### src/rtl/tdr_pkg.sv
package tdr_pkg;
   // control word bit positions (software reads these)
   localparam int CTL_USED  = 31;
   localparam int CTL_WRAP  = 30;
   localparam int CTL_UNDR  = 28;
   localparam int CTL_EXH   = 27;
   localparam int CTL_NOCRC = 16;
   localparam int CTL_LAST  = 15;

   typedef enum logic [3:0] {
      S_IDLE, S_CREQ, S_CWAIT, S_AREQ, S_AWAIT,
      S_DREQ, S_DWAIT, S_EMIT, S_WB
   } tdr_state_e;
endpackage

### src/rtl/tdr_ring_ptr.sv
module tdr_ring_ptr #(
   parameter int AW = 16
) (
   input  logic          clk,
   input  logic          rst_n,
   input  logic          adv,
   input  logic          wrap,
   input  logic          clr,
   output logic [AW-1:0] off
);
   localparam logic [AW-1:0] STEP = AW'(8);

   always_ff @(posedge clk) begin
      if (!rst_n || clr)  off <= '0;
      else if (adv)       off <= wrap ? '0 : off + STEP;
   end
endmodule

### src/rtl/tdr_starve_mon.sv
module tdr_starve_mon #(
   parameter int LIMIT = 8
) (
   input  logic clk,
   input  logic rst_n,
   input  logic valid,
   input  logic sof,
   input  logic eof,
   input  logic abort,
   output logic starve
);
   localparam int CW = $clog2(LIMIT + 1);
   localparam logic [CW-1:0] LAST_IDLE = CW'(LIMIT - 1);
   localparam logic [CW-1:0] CAP = CW'(LIMIT);

   logic          open_q;
   logic [CW-1:0] idle_q;

   always_ff @(posedge clk) begin
      if (!rst_n) begin
         open_q <= 1'b0;
         idle_q <= '0;
      end else begin
         if (abort || (valid && eof)) open_q <= 1'b0;
         else if (valid && sof)       open_q <= 1'b1;
         if (!open_q || valid)        idle_q <= '0;
         else if (idle_q != CAP)      idle_q <= idle_q + 1'b1;
      end
   end

   assign starve = open_q && !valid && (idle_q == LAST_IDLE);
endmodule

### src/rtl/tdr_lane.sv
module tdr_lane #(
   parameter int BIG_ENDIAN = 0
) (
   input  logic        clk,
   input  logic        rst_n,
   input  logic        load,
   input  logic [31:0] word_in,
   input  logic [1:0]  idx,
   output logic [7:0]  byte_out
);
   logic [31:0] word_q;

   always_ff @(posedge clk) begin
      if (!rst_n)    word_q <= '0;
      else if (load) word_q <= word_in;
   end

   generate
      if (BIG_ENDIAN != 0) begin : g_be
         assign byte_out = word_q[31 - 8*idx -: 8];
      end else begin : g_le
         assign byte_out = word_q[8*idx +: 8];
      end
   endgenerate
endmodule

### src/rtl/tdr_dma_reader.sv
module tdr_dma_reader
   import tdr_pkg::*;
#(
   parameter int AW           = 16,
   parameter int LEN_W        = 11,
   parameter int STARVE_LIMIT = 8,
   parameter int BIG_ENDIAN   = 0
) (
   input  logic          clk,
   input  logic          rst_n,
   input  logic          cmd_start,
   input  logic          cmd_halt,
   input  logic [AW-1:0] ring_base,
   output logic          tx_busy,
   output logic          mem_req,
   output logic          mem_we,
   output logic [AW-1:0] mem_addr,
   output logic [31:0]   mem_wdata,
   input  logic          mem_gnt,
   input  logic [31:0]   mem_rdata,
   output logic          tx_valid,
   output logic [7:0]    tx_data,
   output logic          tx_sof,
   output logic          tx_eof,
   output logic          tx_nocrc,
   output logic          tx_abort
);
   localparam logic [AW-1:0]    CTL_OFS = AW'(4);
   localparam logic [AW-1:0]    WSTEP   = AW'(4);
   localparam logic [LEN_W-1:0] ONE     = LEN_W'(1);

   // elaboration checks
   if (AW < 6) begin : g_bad_aw
      $error("AW must be at least 6");
   end
   if (LEN_W < 1 || LEN_W > CTL_LAST) begin : g_bad_len
      $error("LEN_W must fit below the last-buffer bit");
   end
   if (STARVE_LIMIT < 7) begin : g_bad_lim
      $error("STARVE_LIMIT must exceed the 6-cycle buffer change gap");
   end

   tdr_state_e       state;
   logic [31:0]      first_ctrl;
   logic [AW-1:0]    first_off;
   logic [AW-1:0]    buf_addr;
   logic [AW-1:0]    desc_off;
   logic [LEN_W-1:0] cur_len, remain;
   logic             cur_last, cur_wrap;
   logic             mid, sof_pend, halt_pend;
   logic             err_unr, err_exh, abort_q;
   logic [1:0]       idx;
   logic             starve;

   logic busy_work, unr_ev, exh_ev, halt_stop, endbuf_ev;

   always_comb begin
      busy_work = (state != S_IDLE) && (state != S_WB);
      unr_ev    = busy_work && starve;
      halt_stop = (state == S_CREQ) && !mid && halt_pend;
      exh_ev    = (state == S_CWAIT) && !unr_ev && mem_rdata[CTL_USED] && mid;
      endbuf_ev = !unr_ev && (((state == S_AWAIT) && (cur_len == '0)) ||
                              ((state == S_EMIT) && (remain == ONE)));
   end

   tdr_ring_ptr #(.AW(AW)) u_ptr (
      .clk(clk), .rst_n(rst_n), .adv(endbuf_ev), .wrap(cur_wrap),
      .clr(unr_ev), .off(desc_off)
   );

   tdr_starve_mon #(.LIMIT(STARVE_LIMIT)) u_starve (
      .clk(clk), .rst_n(rst_n), .valid(tx_valid), .sof(tx_sof),
      .eof(tx_eof), .abort(tx_abort), .starve(starve)
   );

   tdr_lane #(.BIG_ENDIAN(BIG_ENDIAN)) u_lane (
      .clk(clk), .rst_n(rst_n), .load(state == S_DWAIT),
      .word_in(mem_rdata), .idx(idx), .byte_out(tx_data)
   );

   // memory port
   always_comb begin
      mem_req   = 1'b0;
      mem_we    = 1'b0;
      mem_addr  = '0;
      mem_wdata = {1'b1, first_ctrl[30:29], err_unr, err_exh, first_ctrl[26:0]};
      unique case (state)
         S_CREQ: begin
            mem_req  = !halt_stop;
            mem_addr = ring_base + desc_off + CTL_OFS;
         end
         S_AREQ: begin
            mem_req  = 1'b1;
            mem_addr = ring_base + desc_off;
         end
         S_DREQ: begin
            mem_req  = 1'b1;
            mem_addr = buf_addr;
         end
         S_WB: begin
            mem_req  = 1'b1;
            mem_we   = 1'b1;
            mem_addr = ring_base + first_off + CTL_OFS;
         end
         default: ;
      endcase
   end

   assign tx_busy  = (state != S_IDLE);
   assign tx_valid = (state == S_EMIT);
   assign tx_sof   = tx_valid && sof_pend;
   assign tx_eof   = tx_valid && (remain == ONE) && cur_last;
   assign tx_nocrc = tx_valid && first_ctrl[CTL_NOCRC];
   assign tx_abort = abort_q;

   always_ff @(posedge clk) begin
      if (!rst_n) begin
         state      <= S_IDLE;
         first_ctrl <= '0;
         first_off  <= '0;
         buf_addr   <= '0;
         cur_len    <= '0;
         remain     <= '0;
         cur_last   <= 1'b0;
         cur_wrap   <= 1'b0;
         mid        <= 1'b0;
         sof_pend   <= 1'b0;
         halt_pend  <= 1'b0;
         err_unr    <= 1'b0;
         err_exh    <= 1'b0;
         abort_q    <= 1'b0;
         idx        <= '0;
      end else begin
         abort_q <= unr_ev || exh_ev;
         if (state == S_IDLE) halt_pend <= 1'b0;
         else if (cmd_halt)   halt_pend <= 1'b1;

         if (unr_ev) begin
            err_unr <= 1'b1;
            state   <= S_WB;
         end else begin
            unique case (state)
               S_IDLE: if (cmd_start) state <= S_CREQ;
               S_CREQ: begin
                  if (halt_stop)    state <= S_IDLE;
                  else if (mem_gnt) state <= S_CWAIT;
               end
               S_CWAIT: begin
                  if (mem_rdata[CTL_USED]) begin
                     if (mid) begin
                        err_exh <= 1'b1;
                        state   <= S_WB;
                     end else begin
                        state   <= S_IDLE;
                     end
                  end else begin
                     cur_len  <= mem_rdata[LEN_W-1:0];
                     cur_last <= mem_rdata[CTL_LAST];
                     cur_wrap <= mem_rdata[CTL_WRAP];
                     if (!mid) begin
                        first_ctrl <= mem_rdata;
                        first_off  <= desc_off;
                        mid        <= 1'b1;
                        sof_pend   <= 1'b1;
                     end
                     state <= S_AREQ;
                  end
               end
               S_AREQ: if (mem_gnt) state <= S_AWAIT;
               S_AWAIT: begin
                  buf_addr <= {mem_rdata[AW-1:2], 2'b00};
                  remain   <= cur_len;
                  if (cur_len == '0) state <= cur_last ? S_WB : S_CREQ;
                  else               state <= S_DREQ;
               end
               S_DREQ: begin
                  if (mem_gnt) begin
                     buf_addr <= buf_addr + WSTEP;
                     state    <= S_DWAIT;
                  end
               end
               S_DWAIT: begin
                  idx   <= '0;
                  state <= S_EMIT;
               end
               S_EMIT: begin
                  sof_pend <= 1'b0;
                  remain   <= remain - ONE;
                  idx      <= idx + 2'd1;
                  if (remain == ONE)   state <= cur_last ? S_WB : S_CREQ;
                  else if (idx == 2'd3) state <= S_DREQ;
               end
               S_WB: begin
                  if (mem_gnt) begin
                     mid     <= 1'b0;
                     err_unr <= 1'b0;
                     err_exh <= 1'b0;
                     state   <= (err_unr || err_exh) ? S_IDLE : S_CREQ;
                  end
               end
               default: state <= S_IDLE;
            endcase
         end
      end
   end
endmodule

### config.mk
export PLATFORM = sky130hd
export DESIGN_NAME = tdr_dma_reader
export DESIGN_NICKNAME = d
export VERILOG_FILES = /design/src/rtl/tdr_pkg.sv /design/src/rtl/tdr_ring_ptr.sv /design/src/rtl/tdr_starve_mon.sv /design/src/rtl/tdr_lane.sv /design/src/rtl/tdr_dma_reader.sv
export SDC_FILE = /design/constraint.sdc
export NUM_CORES = 1
export LEC_CHECK = 0
export CAP_MARGIN = 20
export CORE_ASPECT_RATIO = 1.75
export CORE_MARGIN = 2
export CORE_UTILIZATION = 55
export CTS_CLUSTER_SIZE = 24
export DETAILED_ROUTE_END_ITERATION = 8
export PLACE_DENSITY = 0.8
export SYNTH_ARGS = -nofsm -noshare
export SYNTH_HDL_FRONTEND = slang
export SYNTH_HIERARCHICAL = 1
export SYNTH_SLANG_ARGS = --single-unit
export TNS_END_PERCENT = 20
### constraint.sdc
create_clock -name clk -period 4.55 [get_ports clk]
set_input_delay 0.6825 -clock clk [delete_from_list [all_inputs] [get_ports clk]]
set_output_delay 0.6825 -clock clk [all_outputs]
set_load 0.005 [all_outputs]
==> qor.yml <==
timing:
  slew_viol_final: 0
  worst_slew_pin_slew_ns: 0.945
  relSlewSlack_pct: 36.8
  fin_skew_ns: 0.0121
  hold_violations: 0
  whs_ns: 0.448
  fin_ws_ns: -0.0194
  rsz0062_at_grt: "yes"
  fmax_mhz: 219
  setup_viol: 1
  period_share_pct: 100
  fin_crit_ns: 4.57
clock_tree:
  cts.path.max_buffers: 2
  h-tree-depth: 4
  cts_root_buf: "clkbuf_16"
  cts_hold_buf: 0
  clk_latency_ns: 0.43
  cts_sinks: 145
  cts_tree: "yes"
  numCtsBuffers: 17
  clk_pin_slew_ns: 0.06
drt:
  drc_errors: 0
  finalWirelength_um: 26200
  drt-pass1-iter-count: 6
  dr_total_vias: 8679
  detail-route-antenna-nets: 0
  vias_per_cell: 6.11
  drt_iter0_drc: 750
  wl_per_cell_um: 18.5
status:
  status: "complete, but fails checks"
  violations: "setup timing"
worst_hold_path:
  hold_class: "register to register"
  hold_depth: 1
cells_and_area:
  finalNetCount: 1329
  final_util_pct: 72.3
  stdcell_count: 1421
  drive_above_1_share_pct: 12.5
  diodes: 0
  area_growth_pct: 28.6
die:
  die-area_um2: 16800
  initial_core_util_pct: 56.3
  ioPinCount: 117
  die-width_um: 98.8
  core.rowCount: 60
  die_y_um: 170
  core-area_um2: 15400
power:
  p_int_w: 0.00272
  swShare_pct: 31.0
  clock_power_share_pct: 37.8
  power_density_nw_per_um2: 355
  p_switching_w: 0.00123
  p_comb_share_pct: 25.5
  leakage_nw: 4.25
  p_seq_share_pct: 36.7
  ir_worst_vdd_uv: 243
placed_design:
  placed_cells: 1385
  portBuffers: 115
  dp_hpwl_um: 19100
  gp_congestion: 0.954
synth:
  syn_inst: 1064
  ys.flop_type: "dfxtp_1"
  synth_top_cells_by_area: "dfxtp_1 34%, nand2_1 7.7%, ha_1 7.5%, a21oi_1 6.4%, mux2i_1 4.3%"
  syn-cell-area_um2: 8660
  ys_types: 81
  synth_edf_count: 0
  synthArstFlopShare_pct: 0
  synth_top_area_share_pct: 33.5
  synth_top_cell_by_area: "dfxtp_1"
  yosysWarnings: 6
  ys_ff_latch: 145
  synth.avg_cell_area_um2: 8.14
  yosysSeqAreaShare_pct: 33.5
critical_path:
  r2r_cells: 11
  start_kind: "primary input"
  end_kind: "output pin"
  worstPathRequired_ns: 3.87
  crit_path_max_fanout: 2
  crit_type: "primary input to output pin"
  crit_arrival_ns: 3.89
grt:
  grt_pass1_wl_um: 41500
  antenna_found_initial: 0
  grt_pass1_vias: 8442
  grt_overflow: 0
  grt_start_max_net_pins: 55
  grt_util_all_layers_pct: 30.9
run:
  max_cap_violations: 0
metrics by stage:
step / setup TNS, ns / setup slack, ns / area, um^2 / power (W)
floorplan: 0 / 0.733 / 8660 / 0.00199
global placement: -0.740 / -0.343 / 10400 / 0.00245
detailed placement: -0.941 / -0.365 / 10400 / 0.00246
CTS: 0 / 0.00930 / 11000 / 0.00394
global route: -0.321 / -0.144 / 11100 / 0.00410
finish: -0.0194 / -0.0194 / 11100 / 0.00395
per-layer routing:
metal / up-vias / GRT usage, % / part of all wire (%)
met5: - / 0 / 0
met4: 0 / 18.8 / 5.9
met3: 110 / 5.79 / 6.0
met2: 374 / 56.3 / 52
met1: 4093 / 32.3 / 36
li1: 4102 / - / -
Yosys cell counts, types with 8 or more instances:
cell type / number
mux2i_1: 37
nor2b_1: 45
nand2b_1: 10
nor3_1: 13
ha_1: 52
dfxtp_1: 145
o21a_1: 8
clkbuf_1: 41
o21ai_0: 37
o21ai_1: 13
xor2_1: 16
buf_4: 8
nor4_1: 8
o31ai_1: 8
nand2_1: 177
a21boi_1: 18
a31oi_1: 8
a22oi_1: 8
o22ai_1: 8
xnor2_1: 26
nor2_1: 81
nand3_1: 26
a21o_1: 10
inv_1: 21
mux4_2: 8
a21oi_1: 110
final timing paths:
path | startpoint | slack (ns) | to
hold reg to reg | tx_abort$_SDFF_PN0_ | 0.45 | u_starve/open_q$_SDFFE_PP0P_
hold / removal | tx_abort$_SDFF_PN0_ | 0.45 | u_starve/open_q$_SDFFE_PP0P_
setup / recovery | ring_base[3] | -0.02 | mem_addr[12]
setup reg to reg | state[1]$_SDFFE_PP0P_ | 0.99 | u_ptr/off[12]$_SDFFE_PP0P_
timing repair:
action | in CTS | in global routing
pin swaps | 7 | 7
endpoints found under the setup margin | 7 | 9
buffers inserted | 0 | 2
gates resized for setup | 13 | 13
sequential cells by signal, indices dropped and copies added (netlist names), 2 cells and up:
signal / count
first_off: 16
first_ctrl: 29
idx: 2
remain: 11
buf_addr: 14
u_ptr/off: 13
u_starve/idle_q: 4
u_lane/word_q: 32
cur_len: 11
state: 4
final cells by class:
type / count / area [um^2]
Tap cell: 186 / 233
Fill cell: 1156 / 4260
Sequential cell: 145 / 2900
Clock buffer: 19 / 453
Multi-Input combinational cell: 843 / 5520
Clock inverter: 13 / 175
Timing Repair Buffer: 192 / 1760
Inverter: 23 / 86.3
placed cells by master, fill, tap and decap left out, drive strengths merged, types with 5 or more instances in the layout:
master,synthesis,routed
o21ai,50,50
a222oi,5,5
nand3b,5,5
o31ai,8,8
clkbuf,42,19
nand4,10,10
a31oi,8,8
nand2,177,177
dfxtp,145,145
nand2b,10,10
o211ai,5,5
clkinv,1,7
a211oi,7,7
or4,5,5
a21o,10,10
xnor2,26,26
o21a,8,8
nor4,8,8
nor3,15,15
or3,6,6
o22ai,8,8
nand3,29,29
ha,52,52
inv,22,25
mux2i,37,37
a21oi,110,110
clkdlybuf4s50,0,110
nor2,81,81
nor2b,45,45
a22oi,8,8
buf,13,78
and2,7,7
mux4,8,8
xor2,16,16
a21boi,19,19
critical path, stage by stage:
cell and delay (ns):
clkdlybuf4s50_1 0.45, ha_2 0.34, o21ai_1 0.07, or4b_1 0.49, nand3_2 0.12, buf_4 0.13
nand3_1 0.08, nor3_1 0.22, buf_4 0.15, nand4_1 0.17, buf_4 0.19, xnor2_1 0.11
o21ai_1 0.15, clkdlybuf4s50_1 0.53
cell families (layout without fill, tap and decap cells):
group	after synthesis	count (layout)	synth area share (%)
other cells	2	4	0.0868
xor+xnor	43	43	4.51
flops	145	145	33.5
mux	45	45	6.36
compound gates	278	278	20.1
buf+inv	78	247	4.09
simple gates	419	419	23.4
fa+ha+maj	54	54	7.98
power groups by stage:
stage | Combinational (W) | Clock [W] | Sequential, W
final | 0.00101 | 0.00149 | 0.00145
after global routing | 0.00110 | 0.00155 | 0.00146
after CTS | 0.000998 | 0.00149 | 0.00145
after detailed placement | 0.000988 | 0 | 0.00147
after global placement | 0.000976 | 0 | 0.00147
after floorplan | 0.000569 | 0 | 0.00142
(Power assumes the default switching activity.)
